`src/rtl/csd_fir_pkg.sv`:
```
package csd_fir_pkg;

  // Signed digit (-1, 0, +1) at position pos of the non-adjacent form of c.
  function automatic int csd_digit(input int c, input int pos);
    int n, d, r;
    n = c;
    r = 0;
    for (int i = 0; i <= pos; i++) begin
      if (n[0]) d = (n[1:0] == 2'b01) ? 1 : -1;
      else d = 0;
      if (i == pos) r = d;
      n = (n - d) >>> 1;
    end
    return r;
  endfunction

  function automatic int csd_count(input int c, input int npos);
    int cnt;
    cnt = 0;
    for (int i = 0; i < npos; i++)
      if (csd_digit(c, i) != 0) cnt++;
    return cnt;
  endfunction

  // Position of the k-th nonzero digit, counting up from bit 0.
  function automatic int csd_nth_pos(input int c, input int npos, input int k);
    int cnt, p;
    cnt = 0;
    p = 0;
    for (int i = 0; i < npos; i++) begin
      if (csd_digit(c, i) != 0) begin
        if (cnt == k) p = i;
        cnt++;
      end
    end
    return p;
  endfunction

endpackage

```
`src/rtl/csd_const_mult.sv`:
```
module csd_const_mult #(
  parameter int DW   = 16,
  parameter int CW   = 16,
  parameter int PW   = DW + CW,
  parameter int COEF = 0
) (
  input  logic signed [DW-1:0] x_i,
  output logic signed [PW-1:0] p_o
);
  import csd_fir_pkg::*;

  localparam int NPOS = CW + 1;
  localparam int ND   = csd_count(COEF, NPOS);
  localparam int NP   = (ND + 1) / 2;
  localparam int NL   = (NP < 1) ? 1 : (1 << $clog2(NP));

  generate
    if (ND == 0) begin : g_zero
      assign p_o = '0;
    end else begin : g_tree
      logic signed [PW-1:0] xe;
      logic signed [PW-1:0] node [2*NL-1];
      assign xe = PW'(x_i);

      for (genvar j = 0; j < NL; j++) begin : g_leaf
        if (j < NP) begin : g_used
          localparam int PLO = csd_nth_pos(COEF, NPOS, 2*j);
          localparam int SLO = csd_digit(COEF, PLO);
          if (2*j + 1 < ND) begin : g_pair
            localparam int PHI = csd_nth_pos(COEF, NPOS, 2*j + 1);
            localparam int SHI = csd_digit(COEF, PHI);
            // nested: (hi << gap +/- lo) << lo_pos
            assign node[NL-1+j] =
              ((((SHI > 0) ? xe : -xe) <<< (PHI - PLO)) + ((SLO > 0) ? xe : -xe)) <<< PLO;
          end else begin : g_single
            assign node[NL-1+j] = ((SLO > 0) ? xe : -xe) <<< PLO;
          end
        end else begin : g_pad
          assign node[NL-1+j] = '0;
        end
      end

      for (genvar i = 0; i < NL - 1; i++) begin : g_add
        assign node[i] = node[2*i+1] + node[2*i+2];
      end

      assign p_o = node[0];
    end
  endgenerate

endmodule

```
`src/rtl/round_sat.sv`:
```
module round_sat #(
  parameter int AW   = 36,
  parameter int OW   = 16,
  parameter int FRAC = 15
) (
  input  logic signed [AW-1:0] a_i,
  output logic signed [OW-1:0] y_o
);
  localparam logic signed [AW:0] HALF = (AW+1)'(1) <<< (FRAC - 1);
  localparam logic signed [AW:0] MAXV = (AW+1)'((64'sd1 <<< (OW - 1)) - 1);
  localparam logic signed [AW:0] MINV = -((AW+1)'(1) <<< (OW - 1));

  logic signed [AW:0] rnd;
  logic signed [AW:0] sh;

  assign rnd = $signed({a_i[AW-1], a_i}) + HALF;
  assign sh  = rnd >>> FRAC;

  always_comb begin
    if (sh > MAXV)      y_o = MAXV[OW-1:0];
    else if (sh < MINV) y_o = MINV[OW-1:0];
    else                y_o = sh[OW-1:0];
  end

endmodule

```
`src/rtl/csd_fir_tf.sv`:
```
module csd_fir_tf #(
  parameter int TAPS = 15,
  parameter int DW   = 16,
  parameter int CW   = 16,
  parameter int OW   = 16,
  parameter int COEF [TAPS] = '{-121, -311, -200, 480, 1650, 3201, 4500, 16000,
                                4500, 3201, 1650, 480, -200, -311, -121}
) (
  input  logic                 clk_i,
  input  logic                 rst_ni,
  input  logic                 valid_i,
  input  logic signed [DW-1:0] x_i,
  output logic                 valid_o,
  output logic signed [OW-1:0] y_o
);
  localparam int NU   = (TAPS + 1) / 2;
  localparam int PW   = DW + CW;
  localparam int AW   = PW + $clog2(TAPS);
  localparam int FRAC = CW - 1;

  logic signed [PW-1:0] prod  [NU];
  logic signed [AW-1:0] tap_p [TAPS];
  logic signed [AW-1:0] psum  [TAPS-1];
  logic signed [AW-1:0] acc;
  logic signed [OW-1:0] y_rs;

  // One product per symmetric pair; mirrored taps reuse it.
  generate
    for (genvar u = 0; u < NU; u++) begin : g_mult
      csd_const_mult #(
        .DW  (DW),
        .CW  (CW),
        .PW  (PW),
        .COEF(COEF[u])
      ) u_mult (
        .x_i(x_i),
        .p_o(prod[u])
      );

      localparam logic signed [CW-1:0] CU = CW'(COEF[u]);
      logic signed [PW-1:0] x_w;
      assign x_w = PW'(x_i);

      csd_prod_chk: assert property (@(posedge clk_i) disable iff (!rst_ni)
        prod[u] == PW'(x_w * CU));
    end

    for (genvar k = 0; k < TAPS; k++) begin : g_tap
      localparam int U = (k < NU) ? k : TAPS - 1 - k;
      assign tap_p[k] = AW'(prod[U]);
    end
  endgenerate

  assign acc = tap_p[0] + psum[0];

  round_sat #(
    .AW  (AW),
    .OW  (OW),
    .FRAC(FRAC)
  ) u_rs (
    .a_i(acc),
    .y_o(y_rs)
  );

  always_ff @(posedge clk_i or negedge rst_ni) begin
    if (!rst_ni) begin
      for (int k = 0; k < TAPS - 1; k++) psum[k] <= '0;
      valid_o <= 1'b0;
      y_o     <= '0;
    end else begin
      valid_o <= valid_i;
      if (valid_i) begin
        for (int k = 0; k < TAPS - 2; k++) psum[k] <= tap_p[k+1] + psum[k+1];
        psum[TAPS-2] <= tap_p[TAPS-1];
        y_o <= y_rs;
      end
    end
  end


  valid_lat_chk: assert property (@(posedge clk_i) disable iff (!rst_ni)
    valid_i |=> valid_o);

  valid_idle_chk: assert property (@(posedge clk_i) disable iff (!rst_ni)
    !valid_i |=> !valid_o);

  hold_out_chk: assert property (@(posedge clk_i) disable iff (!rst_ni)
    !valid_i |=> $stable(y_o));

endmodule

```
`config.mk`:
```
export PLATFORM = sky130hd
export DESIGN_NAME = csd_fir_tf
export DESIGN_NICKNAME = d
export VERILOG_FILES = /design/src/rtl/csd_fir_pkg.sv /design/src/rtl/csd_const_mult.sv /design/src/rtl/round_sat.sv /design/src/rtl/csd_fir_tf.sv
export SDC_FILE = /design/constraint.sdc
export NUM_CORES = 2
export LEC_CHECK = 0
export BUFFER_PORTS_ARGS = -buffer_cell sky130_fd_sc_hd__buf_2
export CAP_MARGIN = 20
export CORE_UTILIZATION = 40
export DETAILED_ROUTE_END_ITERATION = 6
export GPL_ROUTABILITY_DRIVEN = 0
export GPL_TIMING_DRIVEN = 0
export HOLD_SLACK_MARGIN = 0.1
export PLACE_DENSITY = 0.53
export SLEW_MARGIN = 20
export SYNTH_ARGS = -nofsm -noshare
export SYNTH_HDL_FRONTEND = slang
export SYNTH_SLANG_ARGS = --single-unit
export TNS_END_PERCENT = 30
```
`constraint.sdc`:
```
create_clock -name clk_i -period 3.5 [get_ports clk_i]
set_input_delay 0.525 -clock clk_i [delete_from_list [all_inputs] [get_ports clk_i]]
set_output_delay 0.525 -clock clk_i [all_outputs]
set_load 0.02 [all_outputs]
```
; Yosys cells after proc, flatten, opt, wreduce, memory -nomap -nowiden
; Index checks and enable logic that the tools add are counted.
[classes]
n_addsub = 34
n_lt_le_gt_ge = 2
mux = 2
[ops]
columns = op, n
row1 = adder 32 x 36 -> 36 bit, 13
row2 = adder 32 bit, 4
row3 = adder 36 x 16 -> 37 bit (second input constant), 1
row4 = adder 32 x 32 -> 33 bit, 1
row5 = adder 19 x 32 -> 32 bit, 1
row6 = adder 20 x 32 -> 32 bit, 1
row7 = adder 24 x 32 -> 32 bit, 1
row8 = adder 32 x 27 -> 32 bit, 1
row9 = adder 32 x 28 -> 32 bit, 1
row10 = adder 32 x 30 -> 32 bit, 1
row11 = two-way mux 16 bit, 2
row12 = negation 16 -> 32 bit, 1
row13 = adder 31 x 16 -> 31 bit, 1
row14 = adder 20 x 27 -> 27 bit, 1
row15 = adder 26 bit, 1
row16 = adder 18 x 25 -> 25 bit, 1
row17 = adder 25 x 16 -> 25 bit, 1
row18 = adder 23 x 16 -> 24 bit, 1
row19 = greater-than comparator 22 x 16 -> 1 bit (second input constant), 1
row20 = < comparator 22 x 16 -> 1 bit (second input constant), 1
row21 = adder 19 x 16 -> 20 bit, 1
row22 = adder 18 x 16 -> 19 bit, 1
[totals]
ff_bits = 517
in_bits = 19

; Longest topological paths before layout
[logic_depth]
word_depth = 8
ltp_mapped = 46

; Hierarchy
; A second synthesis with hierarchy kept.
[hier_totals]
hier_cells = 7599
area_unflattened_um2 = 65436.5
[modules_own_cells]
columns = module, instances, cells_per_inst, area_per_inst_um2, seq_area_each_um2
row1 = csd_fir_tf, 1, 4523, 42673.4, 12862.3
row2 = csd_const_mult (g_mult[4].u_mult), 1, 586, 4375.4, 0.0
row3 = csd_const_mult (g_mult[1].u_mult), 1, 477, 3602.2, 0.0
row4 = csd_const_mult (g_mult[6].u_mult), 1, 422, 3151.8, 0.0
row5 = csd_const_mult (g_mult[2].u_mult), 1, 410, 2851.5, 0.0
row6 = csd_const_mult (g_mult[5].u_mult), 1, 327, 2583.7, 0.0
row7 = csd_const_mult (g_mult[0].u_mult), 1, 327, 2322.2, 0.0
row8 = csd_const_mult (g_mult[7].u_mult), 1, 310, 2253.4, 0.0
row9 = csd_const_mult (g_mult[3].u_mult), 1, 132, 922.1, 0.0
row10 = round_sat, 1, 85, 700.7, 0.0

; Worst setup path before layout
; No wires, ideal clock.
[synth_timing]
kind = input -> register
startpoint = input x_i[1]
endpoint = register y_o[13]
t_arrival_ps = 9494
t_required_ps = 3379
setup_slack_ps = -6115
cell_stages = 44
n_path_buf = 3
cell_sequence = inv_1 > ha_1 > nor2b_1 > and3_1 > clkbuf_1 > nand2_1 > xnor2_1 > ha_1 > a21o_1 > a31o_2 > o31ai_1 > o21ai_0 > and2_1 > o21ai_0 > nand2b_1 > a21o_1 > a21oi_1 > xnor2_1 > [... 8 more ...] > a21oi_1 > xnor2_1 > ha_1 > clkbuf_1 > a21o_1 > a21o_1 > a21oi_1 > o21ai_0 > nand2b_1 > a2bb2oi_1 > xor2_1 > and2_1 > nand2_2 > nor4_1 > xor2_1 > o31ai_4 > buf_6 > o21ai_2
[synth_rtl]
columns = element, line_no
row1 = from (decl), csd_fir_tf.sv:12  ; input logic signed [DW-1:0] x_i,
row2 = to (signal assigned), csd_fir_tf.sv:75  ; y_o <= y_rs;
row3 = to (decl), csd_fir_tf.sv:14  ; output logic signed [OW-1:0] y_o

==> results.txt <==
----------------------------------------------------
[Logic synthesis]
  Area contributors post-synth ... sky130_fd_sc_hd__dfrtp_1 23%, sky130_fd_sc_hd__ha_1 17%, sky130_fd_sc_hd__xnor2_1 8.0%, sky130_fd_sc_hd__mux2_2 7.7%, sky130_fd_sc_hd__a21oi_1 4.6%
  Xor and xnor area share after synthesis ... 11.1%
  Share of synthesized flip-flops with an asynchronous set or reset ... 100%
  Synth warn ... 0
  Cell count after synthesis ... 6272
  Count of unique library cells instantiated by Yosys ... 104
  Top cells by count, synth ... 775 x sky130_fd_sc_hd__ha_1, 514 x sky130_fd_sc_hd__dfrtp_1, 508 x sky130_fd_sc_hd__a21oi_1, 508 x sky130_fd_sc_hd__xnor2_1, 431 x sky130_fd_sc_hd__nor2_1
  Most frequently used cell type in the post-synthesis netlist ... sky130_fd_sc_hd__ha_1
  Sequential share of the synthesized area ... 23.1%
  Netlist area before placement ... 0.0557 sq mm
  Mean Syn Cell Area ... 8.89 sq um
  Adder-cell share of the synthesized area ... 20.5%
  Cell accounting for the most synthesized area ... sky130_fd_sc_hd__dfrtp_1
  Number of enable-type register cells in the synthesized netlist ... 0
  Synth Register Bits ... 514
  Multiplexer share of the synthesized area ... 7.87%
  Area share of and/or/nand/nor cells after synthesis ... 13.3%
  Net count after synthesis ... 7152
  Compound-cell area share of the yosys netlist ... 20.9%
  Primary FF master, synth ... sky130_fd_sc_hd__dfrtp_1
  Main combinational cell family by area after synthesis ... compound AO/OA/AOI/OAI gates
  Fraction of synthesized cell area taken by the top area cell type ... 23.1%

[Cells and area]
  Layout area overhead ... 27.6%
  Final Cell Area ... 0.0711 sq mm
  Filler instances ... 12700
  Post-Route Utilization ... 51.6%
  Ratio of cells with drive above 1 in the final layout ... 27.4%
  Fin nets ... 7705

[Floorplan]
  Die height ... 375 um
  Number of core rows ... 136
  Std-Cell Core Area ... 0.138 sq mm
  Initial core utilization ... 40.4%
  Die ar. ... 0.141 sq mm
  Die outline width ... 375 um
  Io pins ... 36

[Detailed routing]
  Mean number of vias per cell ... 5.83
  Number of nets with antenna violations after routing ... 0
  Remaining design rule violation count ... 0
  Initial detailed-routing violation count ... 3718
  Wire length per cell after detailed routing ... 23.9 um
  Routed Wire Length ... 207000 um
  Total number of vias ... 50500
  First-pass iteration count of the detailed router ... 7

[Global routing]
  Pin count of the biggest net entering global routing ... 92
  Overall track demand over capacity in global routing ... 28.5%
  Remaining global-route overflow ... 0
  Wire length of the first global-routing pass ... 304000 um
  Vias in the first global route ... 48300
  Initial antenna violation count ... 10

[Worst setup path]
  Largest stage delay on the critical path ... 0.58 ns
  End of the worst register-to-register path ... psum[65]
  Startpoint kind of the worst setup timing path ... primary input
  Worst endpoint data arrival time ... 8.66 ns
  Flop-to-flop setup slack ... -1.47 ns
  Required time worst endpoint ... 4.10 ns
  Critical path capture point type ... flop
  Worst R2R Path Depth ... 13
  CP dominant cell by count ... sky130_fd_sc_hd__buf_4
  Start-to-end type of the worst setup path ... in -> reg
  Crit Path Max Fanout ... 10
  Launch point of the worst reg-to-reg path ... psum[1]
  Slowest CP cell ... sky130_fd_sc_hd__or4b_4

[STA]
  Layout Skew ... 0.0231 ns
  Unrepaired setup endpoints after global routing ... true
  Actual slew at the worst max-slew pin ... 1.27 ns
  Number of max-slew violations in the final report ... 0
  Worst slew slack as a fraction of its limit ... 15.3%
  Max Clk Rate ... 0.124 GHz
  Sum Neg Setup Slack ... -822.09 ns
  Finish-stage setup viols ... 358
  Post-route fraction of the period consumed by the critical path ... 230%
  Final count of hold timing violations ... 0
  Final critical path time including I/O delays and setup ... 8.06 ns
  Worst setup slack after layout ... -4.56 ns

[Clocking]
  Clock tree root driver cell ... sky130_fd_sc_hd__clkbuf_16
  Skew-Pair Late Insertion Delay ... 0.69 ns
  Number of H-tree levels ... 3
  Maximum buffer depth of the clock tree ... 3
  Clock edge transition at the registers on the reported setup and hold paths ... 0.06 ns
  Clock buffer count from CTS ... 73
  Number of sinks driven by the clock tree ... 514
  TritonCTS clock tree ... yes

[Placed design]
  Post-placement cell area ... 0.0592 sq mm
  PortBufs ... 35
  Dpl hpwl ... 151000 um

[Status]
  Result of the run ... finished with violations
  Failing checks ... negative setup slack

[Hold path]
  Tightest Hold Check Type ... in -> async

[Flow run]
  Max Cap Violations ... 0

----------------------------------------------------
## through the flow
step / cells / hold slack, ns / setup slack, ns
floorplan: 6272 / 0.229 / -4.79
global placement: 8101 / 0.476 / -9.89
detailed placement: 8123 / 0.322 / -8.47
CTS: 8560 / 0.188 / -4.29
global route: 8671 / 0.211 / -4.72
finish: 8672 / 0.231 / -4.56
## critical path, delay by kind of cell
family / cells / cell delay [ns]
fa+ha+maj: 4 / 0.91
buf+inv: 11 / 1.70
simple gates: 14 / 3.06
xor+xnor: 3 / 0.71
compound gates: 12 / 1.72
## cells by family after synthesis
family,Yosys count
fa+ha+maj,861
compound gates,1801
simple gates,1528
flops,514
buf+inv,480
mux,391
xor+xnor,697
## worst max path at each step
stage / from / slack, ns / to / depth (start not counted)
global placement: rst_ni / -9.89 / psum[222] / 1
floorplan: x_i[1] / -4.79 / y_o[13] / 44
CTS: x_i[1] / -4.29 / y_o[13] / 44
finish: x_i[1] / -4.56 / y_o[13] / 44
detailed placement: x_i[1] / -8.47 / y_o[13] / 43
global route: x_i[1] / -4.72 / y_o[13] / 45
## registers in the layout, summed over array words and instances, names as in the netlist
register,cells
valid_o,1
y_o,16
psum,497
## cell usage in the layout, fill, tap and decap left out, types with 32 or more instances in the layout
cell and count:
sky130_fd_sc_hd__ha_1 635, sky130_fd_sc_hd__a21o_1 244, sky130_fd_sc_hd__o21ai_0 254, sky130_fd_sc_hd__or3_1 56, sky130_fd_sc_hd__o21a_1 92, sky130_fd_sc_hd__a211oi_1 42
sky130_fd_sc_hd__o21ai_2 68, sky130_fd_sc_hd__xnor2_1 418, sky130_fd_sc_hd__a21oi_1 398, sky130_fd_sc_hd__nand3_1 131, sky130_fd_sc_hd__buf_6 52, sky130_fd_sc_hd__o21bai_1 83
sky130_fd_sc_hd__a31oi_1 35, sky130_fd_sc_hd__nor2_1 399, sky130_fd_sc_hd__buf_12 32, sky130_fd_sc_hd__xnor2_2 79, sky130_fd_sc_hd__mux2_2 364, sky130_fd_sc_hd__clkbuf_16 76
sky130_fd_sc_hd__a21oi_2 92, sky130_fd_sc_hd__clkbuf_1 49, sky130_fd_sc_hd__nand2b_1 80, sky130_fd_sc_hd__nand4_1 33, sky130_fd_sc_hd__and3_1 54, sky130_fd_sc_hd__nor3_1 122
sky130_fd_sc_hd__xor2_1 157, sky130_fd_sc_hd__o21ai_1 64, sky130_fd_sc_hd__nand2_1 324, sky130_fd_sc_hd__ha_4 113, sky130_fd_sc_hd__buf_4 361, sky130_fd_sc_hd__nor2b_1 73
sky130_fd_sc_hd__inv_1 336, sky130_fd_sc_hd__dfrtp_1 514, sky130_fd_sc_hd__fa_1 80
## metal layers
layer,part of all wire [%],global-route usage (%),vias to the layer above
met2,46,45.8,1391
met5,0.012,0,-
met3,5.7,4.23,358
met1,45,38.7,24800
met4,3.8,10.1,4
li1,-,-,24000
## area by class of cell
| class | instances | area, sq um | area share [%] |
|---|---|---|---|
| well taps | 1794 | 2240 | 3.16 |
| plain buffers | 98 | 548 | 0.770 |
| diodes | 1 | 2.50 | 0.00352 |
| repair buffers | 490 | 4650 | 6.53 |
| multi-input cells | 5278 | 46900 | 66.0 |
| flip-flops and latches | 514 | 12900 | 18.1 |
| clock buffers | 96 | 2070 | 2.92 |
| inverters | 370 | 1460 | 2.05 |
| clock inverters | 31 | 370 | 0.521 |
## timing repair
item / CTS / global route
endpoints found under the setup margin: 424 / 364
hold buffers: 2 / 0
pin swaps: 327 / 242
gates resized for setup: 801 / 373
hold endpoints to repair: 172 / 0
cloned: 6 / 0
buffers inserted: 319 / 109
Power is left out: the tool's default activity adds up to more than one toggle a clock period on the data nets, which glitch-free logic cannot reach.
